### config.mk
export PLATFORM = sky130hd
export DESIGN_NAME = fuse_access_guard
export DESIGN_NICKNAME = d
export VERILOG_FILES = /design/src/rtl/fuse_guard_pkg.sv /design/src/rtl/fuse_guard_regs.sv /design/src/rtl/fuse_guard_policy.sv /design/src/rtl/fuse_guard_seq.sv /design/src/rtl/fuse_access_guard.sv
export SDC_FILE = /design/constraint.sdc
export NUM_CORES = 1
export LEC_CHECK = 0
export ABC_AREA = 1
export BUFFER_PORTS_ARGS = -buffer_cell sky130_fd_sc_hd__buf_2
export CAP_MARGIN = 20
export CORE_ASPECT_RATIO = 1.5
export CORE_UTILIZATION = 48
export DETAILED_ROUTE_END_ITERATION = 12
export GPL_TIMING_DRIVEN = 0
export HOLD_SLACK_MARGIN = 0.08
export PLACE_DENSITY_LB_ADDON = 0.3
export SETUP_SLACK_MARGIN = 0.05
export SYNTH_ARGS = -nofsm -noshare
export SYNTH_HDL_FRONTEND = slang
export SYNTH_SLANG_ARGS = --single-unit
### constraint.sdc
create_clock -name clk -period 1.45 [get_ports clk]
set_input_delay 0.145 -clock clk [delete_from_list [all_inputs] [get_ports clk]]
set_output_delay 0.145 -clock clk [all_outputs]
set_load 0.005 [all_outputs]
### src/rtl/fuse_guard_pkg.sv
package fuse_guard_pkg;

    // Fuse address field widths; the field order page:row:column is fixed
    localparam int PAGE_W  = 4;
    localparam int ROW_W   = 8;
    localparam int COL_W   = 5;
    localparam int FADDR_W = PAGE_W + ROW_W + COL_W;
    localparam int REG_AW  = 8;

    // Register offsets
    localparam logic [REG_AW-1:0] OFS_CFG      = 8'h04;
    localparam logic [REG_AW-1:0] OFS_STATUS   = 8'h08;
    localparam logic [REG_AW-1:0] OFS_PGM_ADDR = 8'h0C;
    localparam logic [REG_AW-1:0] OFS_RD_ADDR  = 8'h10;
    localparam logic [REG_AW-1:0] OFS_RD_DATA  = 8'h14;
    localparam logic [REG_AW-1:0] OFS_SW_LOCK  = 8'h44;

    localparam int CFG_PGM_EN_BIT = 1;

    typedef struct packed {
        logic [PAGE_W-1:0] page;
        logic [ROW_W-1:0]  row;
        logic [COL_W-1:0]  col;
    } fuse_addr_t;

    typedef struct packed {
        logic             refuse;
        logic             need_lock;
        logic [COL_W-1:0] lock_col;
    } verdict_t;

    typedef enum logic [2:0] {
        ST_IDLE,
        ST_LOCK_FETCH,
        ST_LOCK_EVAL,
        ST_PROGRAM,
        ST_ROW_FETCH,
        ST_ROW_CAPTURE,
        ST_FINISH
    } guard_state_t;

endpackage

### src/rtl/fuse_guard_regs.sv
module fuse_guard_regs
    import fuse_guard_pkg::*;
#(
    parameter int NUM_PAGES = 3,
    parameter int DATA_W    = 32
) (
    input  logic              clk,
    input  logic              rst_n,
    input  logic [REG_AW-1:0] bus_addr,
    input  logic [DATA_W-1:0] bus_wdata,
    input  logic              bus_we,
    input  logic              rdata_load,
    input  logic [DATA_W-1:0] rdata_val,
    input  logic              tbit_set,
    input  logic [PAGE_W-1:0] tbit_page,
    output logic              pgm_en,
    output logic              sw_lock,
    output logic [DATA_W-1:0] bus_rdata
);

    logic [DATA_W-1:0]    cfg_q;
    logic                 sw_lock_q;
    logic [DATA_W-1:0]    rdata_q;
    logic [NUM_PAGES-1:0] tbit_q;

    always_ff @(posedge clk or negedge rst_n) begin
        if (!rst_n) begin
            cfg_q     <= '0;
            sw_lock_q <= 1'b0;
            rdata_q   <= '0;
        end else begin
            if (bus_we && bus_addr == OFS_CFG) begin
                cfg_q <= bus_wdata;
            end
            // write-once: only a 1 in bit 0 has any effect
            if (bus_we && bus_addr == OFS_SW_LOCK && bus_wdata[0]) begin
                sw_lock_q <= 1'b1;
            end
            if (rdata_load) begin
                rdata_q <= rdata_val;
            end
        end
    end

    // one sticky test-bit flag per page
    for (genvar g = 0; g < NUM_PAGES; g++) begin : g_tbit
        always_ff @(posedge clk or negedge rst_n) begin
            if (!rst_n) begin
                tbit_q[g] <= 1'b0;
            end else if (tbit_set && tbit_page == PAGE_W'(g)) begin
                tbit_q[g] <= 1'b1;
            end
        end
    end

    assign pgm_en  = cfg_q[CFG_PGM_EN_BIT];
    assign sw_lock = sw_lock_q;

    always_comb begin
        bus_rdata = '0;
        unique case (bus_addr)
            OFS_CFG:     bus_rdata = cfg_q;
            OFS_STATUS:  bus_rdata[NUM_PAGES-1:0] = tbit_q;
            OFS_RD_DATA: bus_rdata = rdata_q;
            OFS_SW_LOCK: bus_rdata[0] = sw_lock_q;
            default:     bus_rdata = '0;
        endcase
    end

    // once set, the software lock never drops until reset
    p_sticky_lock_r5: assert property (@(posedge clk) disable iff (!rst_n)
        sw_lock_q |=> sw_lock_q);

    // test-bit flags never clear outside reset
    p_tbit_sticky_r10: assert property (@(posedge clk) disable iff (!rst_n)
        (tbit_q != '0) |=> ((tbit_q & $past(tbit_q)) == $past(tbit_q)));

endmodule

### src/rtl/fuse_guard_policy.sv
module fuse_guard_policy
    import fuse_guard_pkg::*;
#(
    parameter int NUM_PAGES    = 3,
    parameter int WIN_PAGE     = 2,
    parameter int WIN_LO_ROW   = 129,
    parameter int WIN_LO_COL   = 0,
    parameter int WIN_HI_ROW   = 255,
    parameter int WIN_HI_COL   = 27,
    parameter int WIN_LOCK_COL = 16,
    parameter int SWLOCK_LO    = 44,
    parameter int SWLOCK_HI    = 51,
    parameter int RDBLK_LO     = 12,
    parameter int RDBLK_HI     = 35
) (
    input  fuse_addr_t addr,
    input  logic       is_prog,
    input  logic       pgm_en,
    input  logic       sw_lock,
    output verdict_t   verdict
);

    localparam int WIN_LO = WIN_LO_ROW * (1 << COL_W) + WIN_LO_COL;
    localparam int WIN_HI = WIN_HI_ROW * (1 << COL_W) + WIN_HI_COL;

    // page-0 row to lock-fuse column; top bit flags a protected row
    function automatic logic [COL_W:0] pg0_lock(input logic [ROW_W-1:0] r);
        case (int'(r)) inside
            4:        return {1'b1, COL_W'(31)};
            [8:11]:   return {1'b1, COL_W'(27)};
            [12:19]:  return {1'b1, COL_W'(11)};
            [20:27]:  return {1'b1, COL_W'(13)};
            [28:35]:  return {1'b1, COL_W'(15)};
            37:       return {1'b1, COL_W'(28)};
            [64:71]:  return {1'b1, COL_W'(6)};
            [72:79]:  return {1'b1, COL_W'(7)};
            [80:87]:  return {1'b1, COL_W'(8)};
            default:  return '0;
        endcase
    endfunction

    int row_i;
    int pos_i;
    logic page_bad;

    always_comb begin
        row_i    = int'(addr.row);
        pos_i    = int'({addr.row, addr.col});
        page_bad = int'(addr.page) >= NUM_PAGES;
        verdict  = '0;
        if (page_bad) begin
            verdict.refuse = 1'b1;
        end else if (!is_prog) begin
            verdict.refuse = (addr.page == '0) && row_i >= RDBLK_LO && row_i <= RDBLK_HI;
        end else if (!pgm_en) begin
            verdict.refuse = 1'b1;
        end else if (addr.page == '0) begin
            if (sw_lock && row_i >= SWLOCK_LO && row_i <= SWLOCK_HI) begin
                verdict.refuse = 1'b1;
            end else begin
                {verdict.need_lock, verdict.lock_col} = pg0_lock(addr.row);
            end
        end else if (int'(addr.page) == WIN_PAGE) begin
            if (pos_i < WIN_LO || pos_i > WIN_HI) begin
                verdict.refuse = 1'b1;
            end else begin
                verdict.need_lock = 1'b1;
                verdict.lock_col  = COL_W'(WIN_LOCK_COL);
            end
        end
    end

endmodule

### src/rtl/fuse_guard_seq.sv
module fuse_guard_seq
    import fuse_guard_pkg::*;
#(
    parameter int DATA_W   = 32,
    parameter int LOCK_ROW = 43,
    parameter int TBIT_POS = 28,
    parameter int RDBLK_LO = 12,
    parameter int RDBLK_HI = 35
) (
    input  logic              clk,
    input  logic              rst_n,
    input  logic              pgm_req,
    input  logic              rd_req,
    input  fuse_addr_t        req_addr,
    input  verdict_t          verdict,
    input  logic [DATA_W-1:0] arr_rd_data,
    output logic              busy,
    output logic              evt_done,
    output logic              evt_err,
    output logic              arr_rd_en,
    output logic [PAGE_W-1:0] arr_rd_page,
    output logic [ROW_W-1:0]  arr_rd_row,
    output logic              arr_set_en,
    output logic [PAGE_W-1:0] arr_set_page,
    output logic [ROW_W-1:0]  arr_set_row,
    output logic [COL_W-1:0]  arr_set_col,
    output logic              rdata_load,
    output logic [DATA_W-1:0] rdata_val,
    output logic              tbit_set,
    output logic [PAGE_W-1:0] tbit_page
);

    guard_state_t     st_q, st_d;
    fuse_addr_t       addr_q;
    logic             prog_q;
    logic             err_q, err_d;
    logic [COL_W-1:0] lock_col_q;
    logic             accept;

    assign accept = (st_q == ST_IDLE) && (pgm_req || rd_req);

    // state register and latched request context
    always_ff @(posedge clk or negedge rst_n) begin
        if (!rst_n) begin
            st_q       <= ST_IDLE;
            err_q      <= 1'b0;
            addr_q     <= '0;
            prog_q     <= 1'b0;
            lock_col_q <= '0;
        end else begin
            st_q  <= st_d;
            err_q <= err_d;
            if (accept) begin
                addr_q     <= req_addr;
                prog_q     <= pgm_req;
                lock_col_q <= verdict.lock_col;
            end
        end
    end

    // next state
    always_comb begin
        st_d  = st_q;
        err_d = err_q;
        unique case (st_q)
            ST_IDLE: begin
                if (accept) begin
                    err_d = verdict.refuse;
                    if (verdict.refuse)         st_d = ST_FINISH;
                    else if (rd_req)            st_d = ST_ROW_FETCH;
                    else if (verdict.need_lock) st_d = ST_LOCK_FETCH;
                    else                        st_d = ST_PROGRAM;
                end
            end
            ST_LOCK_FETCH:  st_d = ST_LOCK_EVAL;
            ST_LOCK_EVAL: begin
                if (arr_rd_data[lock_col_q]) begin
                    err_d = 1'b1;
                    st_d  = ST_FINISH;
                end else begin
                    st_d  = ST_PROGRAM;
                end
            end
            ST_PROGRAM:     st_d = ST_FINISH;
            ST_ROW_FETCH:   st_d = ST_ROW_CAPTURE;
            ST_ROW_CAPTURE: st_d = ST_FINISH;
            ST_FINISH:      st_d = ST_IDLE;
            default:        st_d = ST_IDLE;
        endcase
    end

    // outputs, decoded from state only
    always_comb begin
        busy         = (st_q != ST_IDLE);
        arr_rd_en    = (st_q == ST_LOCK_FETCH) || (st_q == ST_ROW_FETCH);
        arr_rd_page  = (st_q == ST_LOCK_FETCH) ? '0 : addr_q.page;
        arr_rd_row   = (st_q == ST_LOCK_FETCH) ? ROW_W'(LOCK_ROW) : addr_q.row;
        arr_set_en   = (st_q == ST_PROGRAM);
        arr_set_page = addr_q.page;
        arr_set_row  = addr_q.row;
        arr_set_col  = addr_q.col;
        evt_done     = (st_q == ST_FINISH);
        evt_err      = (st_q == ST_FINISH) && err_q;
        rdata_load   = (st_q == ST_ROW_CAPTURE) || ((st_q == ST_FINISH) && !prog_q && err_q);
        rdata_val    = (st_q == ST_ROW_CAPTURE) ? arr_rd_data : '0;
        tbit_set     = (st_q == ST_PROGRAM) && (int'({addr_q.row, addr_q.col}) >= TBIT_POS);
        tbit_page    = addr_q.page;
    end

    // an error event only ever comes with a done event
    p_err_with_done_r3: assert property (@(posedge clk) disable iff (!rst_n)
        evt_err |-> evt_done);

    // done lasts a single cycle
    p_done_single_r3: assert property (@(posedge clk) disable iff (!rst_n)
        evt_done |=> !evt_done);

    // at most one of read command, set command and done per cycle
    p_cmd_exclusive_r3: assert property (@(posedge clk) disable iff (!rst_n)
        $onehot0({arr_rd_en, arr_set_en, evt_done}));

    // secret-key rows of page 0 never reach the array read port
    p_no_secret_fetch_r9: assert property (@(posedge clk) disable iff (!rst_n)
        (arr_rd_en && arr_rd_page == '0) |->
            !(int'(arr_rd_row) >= RDBLK_LO && int'(arr_rd_row) <= RDBLK_HI));

    // the unit is free again right after a done event
    p_idle_after_done_r11: assert property (@(posedge clk) disable iff (!rst_n)
        evt_done |=> !busy);

endmodule

### src/rtl/fuse_access_guard.sv
module fuse_access_guard
    import fuse_guard_pkg::*;
#(
    parameter int DATA_W    = 32,
    parameter int NUM_PAGES = 3,
    parameter int LOCK_ROW  = 43,
    parameter int TBIT_POS  = 28,
    parameter int RDBLK_LO  = 12,
    parameter int RDBLK_HI  = 35
) (
    input  logic              clk,
    input  logic              rst_n,
    input  logic [REG_AW-1:0] bus_addr,
    input  logic [DATA_W-1:0] bus_wdata,
    input  logic              bus_we,
    output logic [DATA_W-1:0] bus_rdata,
    output logic              busy,
    output logic              evt_done,
    output logic              evt_err,
    output logic              arr_rd_en,
    output logic [PAGE_W-1:0] arr_rd_page,
    output logic [ROW_W-1:0]  arr_rd_row,
    input  logic [DATA_W-1:0] arr_rd_data,
    output logic              arr_set_en,
    output logic [PAGE_W-1:0] arr_set_page,
    output logic [ROW_W-1:0]  arr_set_row,
    output logic [COL_W-1:0]  arr_set_col
);

    logic              pgm_req, rd_req;
    logic              pgm_en, sw_lock;
    logic              rdata_load, tbit_set;
    logic [DATA_W-1:0] rdata_val;
    logic [PAGE_W-1:0] tbit_page;
    fuse_addr_t        req_addr;
    verdict_t          verdict;

    assign pgm_req  = bus_we && (bus_addr == OFS_PGM_ADDR);
    assign rd_req   = bus_we && (bus_addr == OFS_RD_ADDR);
    assign req_addr = fuse_addr_t'(bus_wdata[FADDR_W-1:0]);

    fuse_guard_regs #(
        .NUM_PAGES (NUM_PAGES),
        .DATA_W    (DATA_W)
    ) u_regs (
        .clk        (clk),
        .rst_n      (rst_n),
        .bus_addr   (bus_addr),
        .bus_wdata  (bus_wdata),
        .bus_we     (bus_we),
        .rdata_load (rdata_load),
        .rdata_val  (rdata_val),
        .tbit_set   (tbit_set),
        .tbit_page  (tbit_page),
        .pgm_en     (pgm_en),
        .sw_lock    (sw_lock),
        .bus_rdata  (bus_rdata)
    );

    fuse_guard_policy #(
        .NUM_PAGES (NUM_PAGES),
        .RDBLK_LO  (RDBLK_LO),
        .RDBLK_HI  (RDBLK_HI)
    ) u_policy (
        .addr    (req_addr),
        .is_prog (pgm_req),
        .pgm_en  (pgm_en),
        .sw_lock (sw_lock),
        .verdict (verdict)
    );

    fuse_guard_seq #(
        .DATA_W   (DATA_W),
        .LOCK_ROW (LOCK_ROW),
        .TBIT_POS (TBIT_POS),
        .RDBLK_LO (RDBLK_LO),
        .RDBLK_HI (RDBLK_HI)
    ) u_seq (
        .clk          (clk),
        .rst_n        (rst_n),
        .pgm_req      (pgm_req),
        .rd_req       (rd_req),
        .req_addr     (req_addr),
        .verdict      (verdict),
        .arr_rd_data  (arr_rd_data),
        .busy         (busy),
        .evt_done     (evt_done),
        .evt_err      (evt_err),
        .arr_rd_en    (arr_rd_en),
        .arr_rd_page  (arr_rd_page),
        .arr_rd_row   (arr_rd_row),
        .arr_set_en   (arr_set_en),
        .arr_set_page (arr_set_page),
        .arr_set_row  (arr_set_row),
        .arr_set_col  (arr_set_col),
        .rdata_load   (rdata_load),
        .rdata_val    (rdata_val),
        .tbit_set     (tbit_set),
        .tbit_page    (tbit_page)
    );

    // no set command ever leaves while program enable is off
    p_set_needs_enable_r4: assert property (@(posedge clk) disable iff (!rst_n)
        arr_set_en |-> pgm_en);

endmodule

# Yosys cells after proc, flatten, opt, wreduce, memory -nomap -nowiden
# Index checks and enable logic that the tools add are counted.
totals:
  ff_bits: 95
  input_bits: 75
  word_cells: 127
  out_inout_bits: 66
op_classes:
  eq_ne: 19
  n_lt_le_gt_ge: 21
  n_mux: 38
  reduce_logical: 36
ops:
  columns: ["cell", "n"]
  rows:
  - ["2-to-1 mux 6 bit", 14]
  - ["case mux 29 bit (2 select lines)", 1]
  - ["2-to-1 mux 32 bit", 1]
  - [">= comparator 8 x 7 -> 1 bit (second input constant)", 3]
  - ["<= comparator 8 x 7 -> 1 bit (second input constant)", 3]
  - ["logical AND 1 bit", 24]
  - ["equality test 8 x 3 -> 1 bit (second input constant)", 2]
  - ["equality test 8 x 4 -> 1 bit (second input constant)", 2]
  - ["equality test 8 x 5 -> 1 bit (second input constant)", 2]
  - [">= comparator 8 x 4 -> 1 bit (second input constant)", 2]
  - [">= comparator 8 x 5 -> 1 bit (second input constant)", 2]
  - ["<= comparator 8 x 5 -> 1 bit (second input constant)", 2]
  - ["<= comparator 8 x 6 -> 1 bit (second input constant)", 2]
  - ["case mux 3 bit (5 select lines)", 1]
  - ["2-to-1 mux 7 bit", 2]
  - [">= comparator 13 x 5 -> 1 bit (second input constant)", 1]
  - ["> comparator 13 bit (second input constant)", 1]
  - ["less-than comparator 13 bit (second input constant)", 1]
  - ["2-to-1 mux 3 bit", 4]
  - ["equality test 3 bit (second input constant)", 3]
  - ["equality test 8 x 6 -> 1 bit (second input constant)", 1]
  - ["equality test 8 x 7 -> 1 bit (second input constant)", 1]
  - [">= comparator 8 x 6 -> 1 bit (second input constant)", 1]
  - ["<= comparator 8 x 4 -> 1 bit (second input constant)", 1]
  - ["other kinds (24)", 37]

# Logic depth before layout (Yosys ltp)
depth:
  ltp_word: 21
  ltp_mapped: 13
  mapped_depth_nobuf: 13

# Hierarchy
# From an unflattened synthesis, not the netlist that was laid out.
hier_totals:
  hier_cells: 775
  hier_area_um2: 5788.1
modules_own_cells:
  columns: ["mod", "cells_per_inst", "instances", "area_each_um2", "seq_area_each_um2"]
  rows:
  - ["fuse_guard_regs", 379, 1, 3355.7, 1701.6]
  - ["fuse_guard_seq", 275, 1, 1875.5, 675.6]
  - ["fuse_guard_policy", 107, 1, 500.5, 0.0]
  - ["fuse_access_guard", 14, 1, 56.3, 0.0]

# Worst setup path after synthesis
# Ideal clock, no wire load.
synth_path:
  path_type: "reg-to-reg"
  from: "register u_seq.lock_col_q[0]"
  to: "register u_seq.st_q[0]"
  path_slack_ns: -0.034
  stages_incl_launch_ff: 13
  setup_time_ns: 0.126
  path_buffers: 2
  period_less_slack_ns: 1.484
  arrival_time_ns: 1.358
  t_required_ns: 1.324
  path_cell_list: "dfrtp_1 > buf_2 > inv_2 > buf_2 > nand2_1 > nand3_1 > nand3_1 > nand2_1 > nand2_1 > nand3_1 > nand2_1 > a21boi_0 > a21oi_1"
synth_between:
  elab_chain_cells: 4
synth_lines:
  columns: ["item", "line_no", "text"]
  rows:
  - ["from (decl)", "fuse_guard_seq.sv:37", "logic [COL_W-1:0] lock_col_q;"]
  - ["from (signal assigned)", "fuse_guard_seq.sv:56", "lock_col_q <= verdict.lock_col;"]
  - ["binary-select mux 1 bit (select 5 bit)", "fuse_guard_seq.sv:77", "if (arr_rd_data[lock_col_q]) begin"]
  - ["2-to-1 mux 1 bit (implied by the code)", "fuse_guard_seq.sv:77", null]
  - ["2-to-1 mux 3 bit", "fuse_guard_seq.sv:77", null]
  - ["case mux 3 bit (5 select lines)", "fuse_guard_seq.sv:65", "unique case (st_q)"]
  - ["to (signal assigned)", "fuse_guard_seq.sv:51", "st_q <= st_d;"]
  - ["to (decl)", "fuse_guard_seq.sv:33", "guard_state_t st_q, st_d;"]
# No other way between the ends. The select of a mux whose other input is x is not followed.
# A chain may end at the register's enable or synchronous reset.

# Worst setup path after layout
layout_path:
  from: "register u_seq.lock_col_q[0]"
  to: "register u_seq.err_q"
layout_between:
  elab_chain_cells: 4
layout_lines:
  columns: ["item", "line_no", "text"]
  rows:
  - ["binary-select mux 1 bit (select 5 bit)", "fuse_guard_seq.sv:77", null]
  - ["2-to-1 mux 1 bit (implied by the code)", "fuse_guard_seq.sv:77", null]
  - ["inequality test 2 x 1 -> 1 bit (no line)", null, null]
  - ["AND reduction 3 bit (no line)", null, null]
  - ["to (signal assigned)", "fuse_guard_seq.sv:52", "err_q <= err_d;"]
  - ["to (decl)", "fuse_guard_seq.sv:36", "logic err_q, err_d;"]
# No other way between the ends. The select of a mux whose other input is x is not followed.

==> results.sh <==
export IMPL_status="finished with violations"
export IMPL_failed_checks="setup timing"
export IMPL_total_leakage_power_nw=4.47
export IMPL_ioPinCount=141
export IMPL_timing_worst_setup_path_type="flop to flop"
export IMPL_worst_r2r_path_depth=12
export IMPL_avgSynthCellArea_sq_um=7.65
export IMPL_max_freq_mhz=573
export IMPL_finalMaxSlewViolations=0
export IMPL_skew_ns=0.00695
export IMPL_synth_warn=0
export IMPL_grt_remaining_overflow=0
export IMPL_vias=5942
export IMPL_ir_drop_mv=0.915
export IMPL_timing_critical_path_from="u_seq.lock_col_q[0]"
export IMPL_synth_nets=738
export IMPL_clock_path_buffers=2
export IMPL_min_period_over_period_pct=120
export IMPL_commonest_cells_in_the_netlist="sky130_fd_sc_hd__nand2_1, sky130_fd_sc_hd__inv_1, sky130_fd_sc_hd__dfrtp_1"
export IMPL_die_area_sq_um=11000
export IMPL_synth_cell_area_sq_um=5070
export IMPL_synth_sequential_area_ratio_pct=46.9
export IMPL_hp_class="input port to flop"
export IMPL_nets=961
export IMPL_final_period_minus_worst_setup_slack_ns=1.74
export IMPL_placementRows=45
export IMPL_nFillCells=604
export IMPL_clock_root_cell="sky130_fd_sc_hd__clkbuf_16"
export IMPL_grt_max_degree=65
export IMPL_antenna_diode_count=0
export IMPL_yosys_top_cells_area="sky130_fd_sc_hd__dfrtp_1, sky130_fd_sc_hd__nand2_1, sky130_fd_sc_hd__inv_1"
export IMPL_global_route_wire_length_before_repair_mm=28.7
export IMPL_count_of_cell_types_in_the_netlist=33
export IMPL_hold_ws_ns=0.0808
export IMPL_crit_reg2reg_launch="u_seq.lock_col_q[0]"
export IMPL_synth_ff_latch_count=95
export IMPL_cts_num_sinks=95
export IMPL_initial_util_pct=49.8
export IMPL_combined_flip_flop_and_latch_cell_area_sq_um=2380
export IMPL_drcViolationCount=0
export IMPL_die_w_um=85.9
export IMPL_worst_slew_pin_transition_ns=0.459
export IMPL_core_area_sq_um=10200
export IMPL_finalWeightedCongestion=0.910
export IMPL_dp_final_hpwl_mm=12.2
export IMPL_crit_path_start_kind="flop"
export IMPL_rsz0062_at_grt="true"
export IMPL_worst_slack_ns=-0.294
export IMPL_worst_path_max_fanout=5
export IMPL_report_final_setup_viol=87
export IMPL_synth_largest_type_area_fraction_pct=46.9
export IMPL_cp_endpoint="u_seq.err_q"
export IMPL_drive_above_1_share_pct=46.4
export IMPL_tritoncts="built"
export IMPL_dominant_cell_by_count_in_the_synthesized_netlist="sky130_fd_sc_hd__nand2_1"
export IMPL_final_hold_violation_count=0
export IMPL_clk_insertion_delay_late_ns=0.35
export IMPL_cp_arrival_ns=1.98
export IMPL_synthFlopType="sky130_fd_sc_hd__dfrtp_1"
export IMPL_die_y_um=128
export IMPL_relSlewSlack_pct=69.4
export IMPL_groute_usage_overall_pct=34.8
export IMPL_numPortBuffers=140
export IMPL_clkSlewWorstSetupHoldPaths_ns=0.07
export IMPL_detail_route_wl_per_cell_um=20.6
export IMPL_synth_async_reset_ratio_pct=100
export IMPL_timing_reg2reg_setup_slack_ns=-0.29
export IMPL_grt_pass1_vias=5831
export IMPL_r2r_end="u_seq.err_q"
export IMPL_crit_required_ns=1.69
export IMPL_antenna_violations_before_repair=0
export IMPL_cp_end_kind="flop"
export IMPL_multiInputGateArea_sq_um=2950
export IMPL_syn_instance_count=663
export IMPL_tritoncts_num_buffers=9
export IMPL_firstDrtPassIters=5
export IMPL_max_cap_viol_count=0
export IMPL_setup_tns_ns=-9.02
export IMPL_drt_iter0_markers=418
export IMPL_power_density_nw_per_um2=1190
export IMPL_viasPerCell=5.76
export IMPL_synth_edf_count=0
export IMPL_area_growth_syn_to_layout_pct=61.7
export IMPL_cts_htree_levels=3
export IMPL_wl_mm=21.2
export IMPL_drt_antenna_violating_nets=0
export IMPL_synth_largest_area_cell="sky130_fd_sc_hd__dfrtp_1"
## repair_timing
action / in CTS / in global routing
endpoints found under the hold margin: 58 / 0
pin swaps: 18 / 24
setup buffers: 25 / 13
gates resized for setup: 167 / 176
hold buffers: 28 / 0
gates cloned: 7 / 4
endpoints found under the setup margin: 109 / 125
## layout make-up
type | count | share of cell area [%]
inverter | 124 | 5.92
buffer | 24 | 3.81
clock buffer | 10 | 2.79
clock inverter | 5 | 0.717
timing repair buffer | 214 | 19.6
sequential | 95 | 29.0
tap | 141 | 2.15
multi-input combinational | 418 | 35.9
## layer usage
metal | vias up | routed length (um) | global-route usage [%] | part of all wire (%)
li1 | 2584 | - | - | -
met5 | - | 0 | 0 | 0
met2 | 405 | 11200 | 64.0 | 53
met3 | 112 | 1620 | 5.67 | 7.6
met4 | 0 | 1400 | 23.1 | 6.6
met1 | 2841 | 6960 | 35.5 | 33
## power breakdown
| group | internal [W] | switching, W |
|---|---|---|
| Clock | 0.00133 | 0.00107 |
| Sequential | 0.00316 | 0.000312 |
| Combinational | 0.00179 | 0.00209 |
| Total | 0.00628 | 0.00346 |
## worst min-delay path by stage
stage                    from                  to  cells after the start
4_1_cts        arr_rd_data[3]   u_regs.rdata_q[3]                      3
3_5_place_dp            rst_n  u_regs.rdata_q[20]                      1
2_1_floorplan           rst_n     u_regs.cfg_q[0]                      0
3_3_place_gp    bus_wdata[29]    u_regs.cfg_q[29]                      2
5_1_grt        arr_rd_data[3]   u_regs.rdata_q[3]                      3
6_report       arr_rd_data[3]   u_regs.rdata_q[3]                      3
## state kept, by name, summed over array words and instances (netlist names)
register,count
u_regs.cfg_q,32
u_regs.rdata_q,32
u_seq.arr_set_row,8
u_seq.arr_set_col,5
u_seq.lock_col_q,5
u_seq.arr_set_page,4
u_regs.tbit_q,3
u_seq.st_q,3
u_regs.sw_lock,1
u_seq.err_q,1
u_seq.prog_q,1
## cells by family after synthesis
family / synth area share [%]
AND/OR/NAND/NOR: 23.1
multiplexers: 4.44
buffers and inverters: 11.7
AO/OA/AOI/OAI: 13.9
flip-flops: 46.9
## stage by stage
| step | power (W) | instances | setup slack, ns | utilization, % | area, sq um |
|---|---|---|---|---|---|
| CTS | 0.00901 | 1020 | -0.165 | 73.6 | 7500 |
| global placement | 0.00525 | 944 | -0.665 | 58.8 | 5990 |
| global route | 0.0101 | 1031 | -0.370 | 80.5 | 8200 |
| finish | 0.00975 | 1031 | -0.294 | 80.5 | 8200 |
| floorplan | 0.00461 | 663 | 0.0462 | - | 5110 |
| detailed placement | 0.00533 | 945 | -0.503 | 59.1 | 6020 |
## worst max-delay path, cell delays in order, from the launching register on
cell	delay, ns
sky130_fd_sc_hd__dfrtp_1	0.37
sky130_fd_sc_hd__buf_6	0.14
sky130_fd_sc_hd__buf_6	0.13
sky130_fd_sc_hd__nand2_1	0.06
sky130_fd_sc_hd__nand3_1	0.10
sky130_fd_sc_hd__nand3_1	0.13
sky130_fd_sc_hd__nand2_1	0.10
sky130_fd_sc_hd__nand2_1	0.10
sky130_fd_sc_hd__nand3_2	0.10
sky130_fd_sc_hd__nand3_2	0.10
sky130_fd_sc_hd__nand2_1	0.07
sky130_fd_sc_hd__o21ai_1	0.15
sky130_fd_sc_hd__inv_1	0.06
## placed cells by master, fill, tap and decap left out, drive strengths merged
cell type,Yosys,layout
a21oi,9,9
dfrtp,95,95
nand3b,1,1
a31o,1,1
nand4,8,8
a31oi,1,1
clkinvlp,0,2
nor3b,1,1
nand3,44,44
a221o,1,1
buf,13,197
nor3,9,9
clkbuf,13,23
o221ai,2,2
dlygate4sd3,0,28
inv,123,124
o21ai,73,73
a21boi,1,1
mux2,15,15
o22ai,37,37
nor4,2,2
clkinv,1,2
bufinv,0,1
nand2,174,174
o211ai,1,1
nor2,38,38
(Power assumes the default switching activity.)
